**src/rtl/rx_irq_pkg.sv**
```systemverilog
package rx_irq_pkg;
  parameter int VEC_W  = 2;
  parameter int MODE_W = 2;

  typedef logic [VEC_W-1:0] vec_t;

  typedef enum logic [MODE_W-1:0] {
    RXM_OFF   = 2'b00,
    RXM_ALL   = 2'b01,
    RXM_SPEC  = 2'b10,
    RXM_OFF_B = 2'b11
  } rx_mode_e;

  localparam vec_t VEC_NONE = 2'b00;
  localparam vec_t VEC_CHAR = 2'b01;
  localparam vec_t VEC_ERR  = 2'b10;
endpackage

```
**src/rtl/rx_err_track.sv**
```systemverilog
module rx_err_track #(
  parameter int N_EVT   = 3,
  parameter int OVR_IDX = 1
) (
  input  logic             clk,
  input  logic             rst_n,
  input  logic [N_EVT-1:0] evt_i,
  input  logic             err_reset_i,
  input  logic             frame_stat_en_i,
  output logic             pend_o,
  output logic             lock_o,
  output logic             dma_en_o
);
  logic any_evt;
  logic pend_q, pend_d;
  logic lock_q, lock_d;
  logic dma_off_q, dma_off_d;

  always_comb begin
    any_evt   = |evt_i;
    pend_d    = pend_q;
    lock_d    = lock_q;
    dma_off_d = dma_off_q;
    if (err_reset_i) begin
      pend_d    = 1'b0;
      lock_d    = 1'b0;
      dma_off_d = 1'b0;
    end
    if (any_evt) pend_d = 1'b1;
    if (any_evt && !frame_stat_en_i) begin
      lock_d    = 1'b1;
      dma_off_d = 1'b1;
    end
    if (evt_i[OVR_IDX]) dma_off_d = 1'b1;
  end

  always_ff @(posedge clk or negedge rst_n) begin
    if (!rst_n) begin
      pend_q    <= 1'b0;
      lock_q    <= 1'b0;
      dma_off_q <= 1'b0;
    end else begin
      pend_q    <= pend_d;
      lock_q    <= lock_d;
      dma_off_q <= dma_off_d;
    end
  end

  assign pend_o   = pend_q;
  assign lock_o   = lock_q;
  assign dma_en_o = !dma_off_q;

  // pending error survives until an error reset
  p_pend_hold_r4: assert property (@(posedge clk) disable iff (!rst_n)
    pend_o && !err_reset_i |=> pend_o);
  // reset without a new event clears the pending error
  p_pend_clear_r4: assert property (@(posedge clk) disable iff (!rst_n)
    err_reset_i && !(|evt_i) |=> !pend_o);
  // lock never rises while the frame-status FIFO is in use
  p_no_lock_fs_r9: assert property (@(posedge clk) disable iff (!rst_n)
    frame_stat_en_i && !lock_o |=> !lock_o);
  // an overrun always pauses DMA
  p_ovr_dma_r9: assert property (@(posedge clk) disable iff (!rst_n)
    evt_i[OVR_IDX] |=> !dma_en_o);
  // lock set by an error in direct mode
  p_lock_set_r8: assert property (@(posedge clk) disable iff (!rst_n)
    (|evt_i) && !frame_stat_en_i |=> lock_o && !dma_en_o);
endmodule

```
**src/rtl/rx_irq_req.sv**
```systemverilog
module rx_irq_req
  import rx_irq_pkg::*;
(
  input  logic [MODE_W-1:0] mode_i,
  input  logic              char_avail_i,
  input  logic              pend_i,
  output logic              src_on_o,
  output logic              irq_o
);
  rx_mode_e mode;

  always_comb begin
    mode     = rx_mode_e'(mode_i);
    src_on_o = (mode == RXM_ALL) || (mode == RXM_SPEC);
    irq_o    = (src_on_o && pend_i) || ((mode == RXM_ALL) && char_avail_i);
  end
endmodule

```
**src/rtl/rx_vec_cap.sv**
```systemverilog
module rx_vec_cap
  import rx_irq_pkg::*;
(
  input  logic clk,
  input  logic rst_n,
  input  logic rd_i,
  input  logic src_on_i,
  input  logic char_avail_i,
  input  logic pend_i,
  output vec_t vec_o
);
  vec_t vec_q, vec_d, vec_sel;

  always_comb begin
    if (src_on_i && char_avail_i) vec_sel = VEC_CHAR;
    else if (src_on_i && pend_i)  vec_sel = VEC_ERR;
    else                          vec_sel = VEC_NONE;
    vec_d = rd_i ? vec_sel : vec_q;
  end

  always_ff @(posedge clk or negedge rst_n) begin
    if (!rst_n) vec_q <= VEC_NONE;
    else        vec_q <= vec_d;
  end

  assign vec_o = vec_q;

  // code held between reads
  p_vec_stable_r6: assert property (@(posedge clk) disable iff (!rst_n)
    !rd_i |=> $stable(vec_o));
  // waiting character outranks a pending error
  p_vec_prio_r7: assert property (@(posedge clk) disable iff (!rst_n)
    rd_i && src_on_i && char_avail_i |=> vec_o == VEC_CHAR);
endmodule

```
**src/rtl/rx_irq_arbiter.sv**
```systemverilog
module rx_irq_arbiter
  import rx_irq_pkg::*;
#(
  parameter int N_EVT   = 3,
  parameter int OVR_IDX = 1
) (
  input  logic              clk,
  input  logic              rst_n,
  input  logic              char_avail_i,
  input  logic              parity_err_i,
  input  logic              overrun_i,
  input  logic              eof_i,
  input  logic [MODE_W-1:0] rx_mode_i,
  input  logic              frame_stat_en_i,
  input  logic              err_reset_i,
  input  logic              vec_rd_i,
  output logic              irq_o,
  output logic [VEC_W-1:0]  vec_o,
  output logic              fifo_lock_o,
  output logic              dma_en_o
);
  logic [N_EVT-1:0] evt;
  logic             pend;
  logic             src_on;

  assign evt = {eof_i, overrun_i, parity_err_i};

  rx_err_track #(.N_EVT(N_EVT), .OVR_IDX(OVR_IDX)) u_err (
    .clk             (clk),
    .rst_n           (rst_n),
    .evt_i           (evt),
    .err_reset_i     (err_reset_i),
    .frame_stat_en_i (frame_stat_en_i),
    .pend_o          (pend),
    .lock_o          (fifo_lock_o),
    .dma_en_o        (dma_en_o)
  );

  rx_irq_req u_req (
    .mode_i       (rx_mode_i),
    .char_avail_i (char_avail_i),
    .pend_i       (pend),
    .src_on_o     (src_on),
    .irq_o        (irq_o)
  );

  rx_vec_cap u_vec (
    .clk          (clk),
    .rst_n        (rst_n),
    .rd_i         (vec_rd_i),
    .src_on_i     (src_on),
    .char_avail_i (char_avail_i),
    .pend_i       (pend),
    .vec_o        (vec_o)
  );

  // errors-only mode stays quiet without a pending error
  p_spec_quiet_r3: assert property (@(posedge clk) disable iff (!rst_n)
    (rx_mode_i == RXM_SPEC) && !pend |-> !irq_o);
  // off modes never request
  p_off_quiet_r10: assert property (@(posedge clk) disable iff (!rst_n)
    (rx_mode_i == RXM_OFF) || (rx_mode_i == RXM_OFF_B) |-> !irq_o);
  // a pending error requests in an active mode
  p_pend_irq_r5: assert property (@(posedge clk) disable iff (!rst_n)
    pend && src_on |-> irq_o);
endmodule

```
**config.mk**
```make
export PLATFORM = sky130hd
export DESIGN_NAME = rx_irq_arbiter
export DESIGN_NICKNAME = d
export VERILOG_FILES = /design/src/rtl/rx_irq_pkg.sv /design/src/rtl/rx_err_track.sv /design/src/rtl/rx_irq_req.sv /design/src/rtl/rx_vec_cap.sv /design/src/rtl/rx_irq_arbiter.sv
export SDC_FILE = /design/constraint.sdc
export NUM_CORES = 1
export LEC_CHECK = 0
export ABC_AREA = 1
export BUFFER_PORTS_ARGS = -buffer_cell sky130_fd_sc_hd__buf_4
export CAP_MARGIN = 0
export CORE_AREA = 2 2 39 41
export DETAILED_ROUTE_END_ITERATION = 10
export DIE_AREA = 0 0 41 43
export PLACE_DENSITY = 0.42
export SYNTH_ARGS = -nofsm -noshare
export SYNTH_HDL_FRONTEND = slang
export SYNTH_SLANG_ARGS = --single-unit
```
**constraint.sdc**
```tcl
create_clock -name clk -period 1.1 [get_ports clk]
set_clock_uncertainty 0.1 [all_clocks]
set_input_delay 0.22 -clock clk [delete_from_list [all_inputs] [get_ports clk]]
set_output_delay 0.22 -clock clk [all_outputs]
set_load 0.02 [all_outputs]
```
## Word-level counts from Yosys, hierarchy flattened

Cells that the tools add are included.

- Register bits after elaboration: 5
- Output and inout port bits: 5
- Input port bits: 11
- Word-level logic and storage cells: 24

- Muxes and demuxes: 6
- Equal/unequal tests: 2
- Reduce and logical (&&, ||, !) cells: 12

Operators by type and width:

| kind | count |
|---|---|
| 1-bit logical AND | 4 |
| 1-bit two-way mux | 4 |
| 2-bit two-way mux | 2 |
| 2-bit nonzero test | 2 |
| 3-bit nonzero test | 1 |
| 3-bit OR reduction | 1 |
| 2-bit by 1-bit equality test with 1-bit output, second input constant | 1 |
| 2-bit equality test, second input constant | 1 |
| 1-bit logical NOT | 2 |
| 1-bit logical OR | 2 |

## Depth between registers and ports, before layout

- Depth in word-level cells: 5
- Gate-level depth with buffers: 5
- Mapped depth without buffers: 5

## Cells and area by module

From an unflattened synthesis, not the netlist that was laid out.

- Cell total of the unflattened synthesis: 35
- Area, all modules: 256.5 um^2

Modules (own cells, without submodules):

| module | times used | seq. area each (um^2) | cells each | area an instance (um^2) |
|---|---|---|---|---|
| rx_err_track | 1 | 75.1 | 16 | 128.9 |
| rx_vec_cap | 1 | 50.0 | 13 | 91.3 |
| rx_irq_req | 1 | 0.0 | 6 | 36.3 |

## Worst setup path after synthesis

Ideal clock, no wire load.

- Path type: in2out
- From: in rx_mode_i[1]
- To: out irq_o
- Data required time: 780 ps
- Slack: 11 ps
- Stages: 5
- Data arrival time: 769 ps
- Path through: inv_1 ha_1 inv_1 nand2_1 nand2_1

- Word-level cells in the longest chain between the ends: 4
- Elaborated cells on any way between the ends: 6
- Classes of those cells: 2 x eq/ne; 4 x reduce/logical

Ends and longest elaborated chain:

| element | RTL line | RTL |
|---|---|---|
| start, declared | rx_irq_arbiter.sv:13 | `input logic [MODE_W-1:0] rx_mode_i,` |
| 2-bit by 1-bit equality test with 1-bit output or 2-bit equality test (tied branches) | rx_irq_req.sv:14, rx_irq_req.sv:15 |  |
| 1-bit logical OR | rx_irq_req.sv:14 | `src_on_o = (mode == RXM_ALL) \|\| (mode == RXM_SPEC);` |
| 1-bit logical AND | rx_irq_req.sv:15 | `irq_o = (src_on_o && pend_i) \|\| ((mode == RXM_ALL) && char_avail_i);` |
| 1-bit logical OR * | rx_irq_req.sv:15 |  |
| end, declared | rx_irq_arbiter.sv:17 | `output logic irq_o,` |

Mark *: on every way between the ends. The rest lies on a longest branch, timed or not.

## Worst setup path after layout

- From: in rx_mode_i[0]
- To: out irq_o

The elaborated chain is that of the path after synthesis.

==> impl_metrics.py <==
metrics = {
    "sta": {
        "final-hold-violation-count": 0,
        "finalCritPeriodShare": 1.06,
        "fmaxAchievable_mhz": 855,
        "period_minus_slack_ns": 1.17,
        "drv_slew": 0,
        "timing.hold.ws_ns": 0.0928,
        "max-slew-margin-rel": 0.924,
        "setup_violations": 1,
        "worst_slack_ns": -0.0697,
        "worst_pin_slew_ns": 0.114,
        "rsz0062_at_grt": "true",
    },
    "clock_tree": {
        "cts_tree": "yes",
        "clk_pin_slew_worst_paths_ns": 0.04,
        "cts-htree-levels": 1,
        "cts.sinks": 5,
        "numCtsBuffers": 3,
        "clk_root_buffer_cell": "clkbuf_4",
        "cts.path.max_buffers": 2,
        "clock_latency_ns": 0.24,
    },
    "placement": {
        "gp_congestion": 0.604,
        "portBuffers": 15,
        "place_hpwl_um": 449,
        "dp_cells": 64,
    },
    "global_route": {
        "grt_remaining_overflow": 0,
        "grt_pass1_vias": 252,
        "grt_pass1_wl_um": 862,
        "grt_usage": 0.0800,
        "antenna_found_initial": 0,
        "grt_start_max_net_pins": 6,
    },
    "route": {
        "drtPass1Iterations": 2,
        "wirelength_um": 543,
        "drc_errors": 0,
        "drt_first_iter_violations": 3,
        "antenna_left": 0,
        "viasPerCell": 3.67,
        "wire_per_inst_um": 7.76,
        "num_vias": 257,
    },
    "synthesis": {
        "ys_top_cells_by_area": "dfrtp_1 51%, nand2_1 20%, inv_1 12%",
        "ys_ff_latch": 5,
        "synth.distinct_cells": 8,
        "syn_nets": 44,
        "ys.warnings.count": 0,
        "netlist_area_sq_um": 244,
        "yosysTopAreaCell": "dfrtp_1",
        "seq_area_frac_synth": 0.513,
        "yosys.area.top_type_share": 0.513,
        "postSynthCellCount": 32,
        "avgSynthCellArea_sq_um": 7.62,
    },
    "die": {
        "num_io_pins": 16,
        "core_sq_um": 1380,
        "die_area_sq_um": 1760,
        "die_x_um": 41,
        "initial_core_util": 0.176,
        "die_y_um": 43,
        "fp-row-count": 14,
    },
    "layout": {
        "fin_cells": 70,
        "layout.nets": 67,
        "area_growth_syn_to_layout_pct": 88.2,
        "antenna_cells": 0,
        "drive_gt1_frac": 0.463,
    },
    "power": {
        "p_sw_uw": 146,
        "ir_drop_mv": 0.577,
        "sw_frac_of_total": 0.261,
        "p_leak_nw": 0.258,
        "intPower_uw": 414,
        "powerDensity_nw_per_um2": 1220,
        "combPwrFrac": 0.254,
        "seqPwrFrac": 0.371,
        "power_frac_clock": 0.375,
    },
    "critical_path": {
        "cp-start-kind": "input pin",
        "worstSetupPathType": "in -> out",
        "critPathMaxFanout": 2,
        "worst_setup_path_end_kind": "primary output",
        "arrival_ns": 0.85,
        "required_ns": 0.78,
        "reg2reg_depth": 3,
    },
    "status": {
        "outcome": "finished, violations left",
        "violations": "setup timing",
    },
    "flow_run": {
        "cap_violations": 0,
    },
    "min_path": {
        "hold_depth": 3,
        "hp-class": "in -> reg",
    },
}
area by class of cell:
| cell class | instances | area, sq um |
|---|---|---|
| clock buffers | 4 | 26.3 |
| fillers | 158 | 925 |
| inverters | 8 | 30.0 |
| multi-input cells | 19 | 101 |
| flip-flops and latches | 5 | 125 |
| well taps | 16 | 20.0 |
| repair buffers | 18 | 156 |
worst paths after layout:
| path | start | endpoint | slack (ns) |
|---|---|---|---|
| setup / recovery | rx_mode_i[0] | irq_o | -0.07 |
| hold / removal | eof_i | u_err.pend_o | 0.09 |
| setup reg to reg | u_err.pend_o | u_vec.vec_o[1] | 0.25 |
| hold reg to reg | u_vec.vec_o[0] | u_vec.vec_o[0] | 0.40 |
| max in group asynchronous | rst_n | u_err.dma_off_q | 0.58 |
| min in group asynchronous | rst_n | u_vec.vec_o[0] | 0.21 |
cell usage in the layout (no fill, tap or decap):
master / instances
a21oi_1: 1
buf_4: 12
buf_6: 5
clkbuf_1: 1
clkbuf_4: 3
dfrtp_1: 5
dlygate4sd3_1: 1
ha_4: 1
inv_1: 5
inv_2: 3
nand2_1: 13
nand3_1: 2
nand4_1: 1
nor2_2: 1
cells in the mapped netlist:
cell type / instances
a21oi_1: 1
nand2_1: 13
nand3_1: 2
dfrtp_1: 5
inv_1: 8
nor2_2: 1
ha_1: 1
nand4_1: 1
through the flow:
stage	worst slack, ns	power (mW)	cell area (sq um)	util	TNS (ns)
final	-0.0697	0.559	459	0.332	-0.0697
after CTS	-0.0927	0.569	455	0.329	-0.111
after global routing	-0.141	0.600	459	0.332	-0.199
after global placement	-0.108	0.329	384	0.278	-0.108
after detailed placement	-0.131	0.330	384	0.278	-0.138
after floorplan	0.0111	0.259	244	-	0
flip-flops by register name, summed over array words and instances, names as in the netlist:
name             cells
u_vec.vec_o          2
u_err.dma_off_q      1
u_err.pend_o         1
u_err.lock_o         1
metal layers:
| metal | up-vias | wire, um | track usage |
|---|---|---|---|
| li1 | 141 | - | - |
| met1 | 106 | 241 | 0.0728 |
| met2 | 10 | 250 | 0.122 |
| met3 | 0 | 50 | 0.0785 |
| met4 | 0 | 0 | 0.0200 |
| met5 | - | 0 | 0 |
timing repair:
action / in CTS / in global routing
endpoints found under the setup margin: 4 / 5
setup buffers: 1 / 0
resized for setup: 6 / 3
hold buffers: 1 / 0
hold endpoints to repair: 5 / 0
pin swaps: 2 / 1
critical path, stage by stage:
cell and delay (ns):
buf_4 0.12, ha_4 0.25, inv_2 0.03, nand2_1 0.05
nand2_1 0.06, buf_6 0.13
power by group through the flow:
stage	combinational (mW)	clock (mW)	sequential, mW
after floorplan	0.0384	0	0.220
after global placement	0.121	0	0.208
after detailed placement	0.122	0	0.208
after CTS	0.141	0.222	0.206
after global routing	0.158	0.234	0.208
final	0.142	0.210	0.207
kinds of logic (layout without fill, tap and decap cells):
kind of cell               Yosys count  after routing  share of synthesized area
AOI/OAI and AO/OA                    1              1                     0.0205
DFF                                  5              5                      0.513
adders and majority gates            1              1                     0.0513
and+or+nand+nor                     17             17                      0.292
buffers and inverters                8             30                      0.123
(Power assumes the default switching activity.)
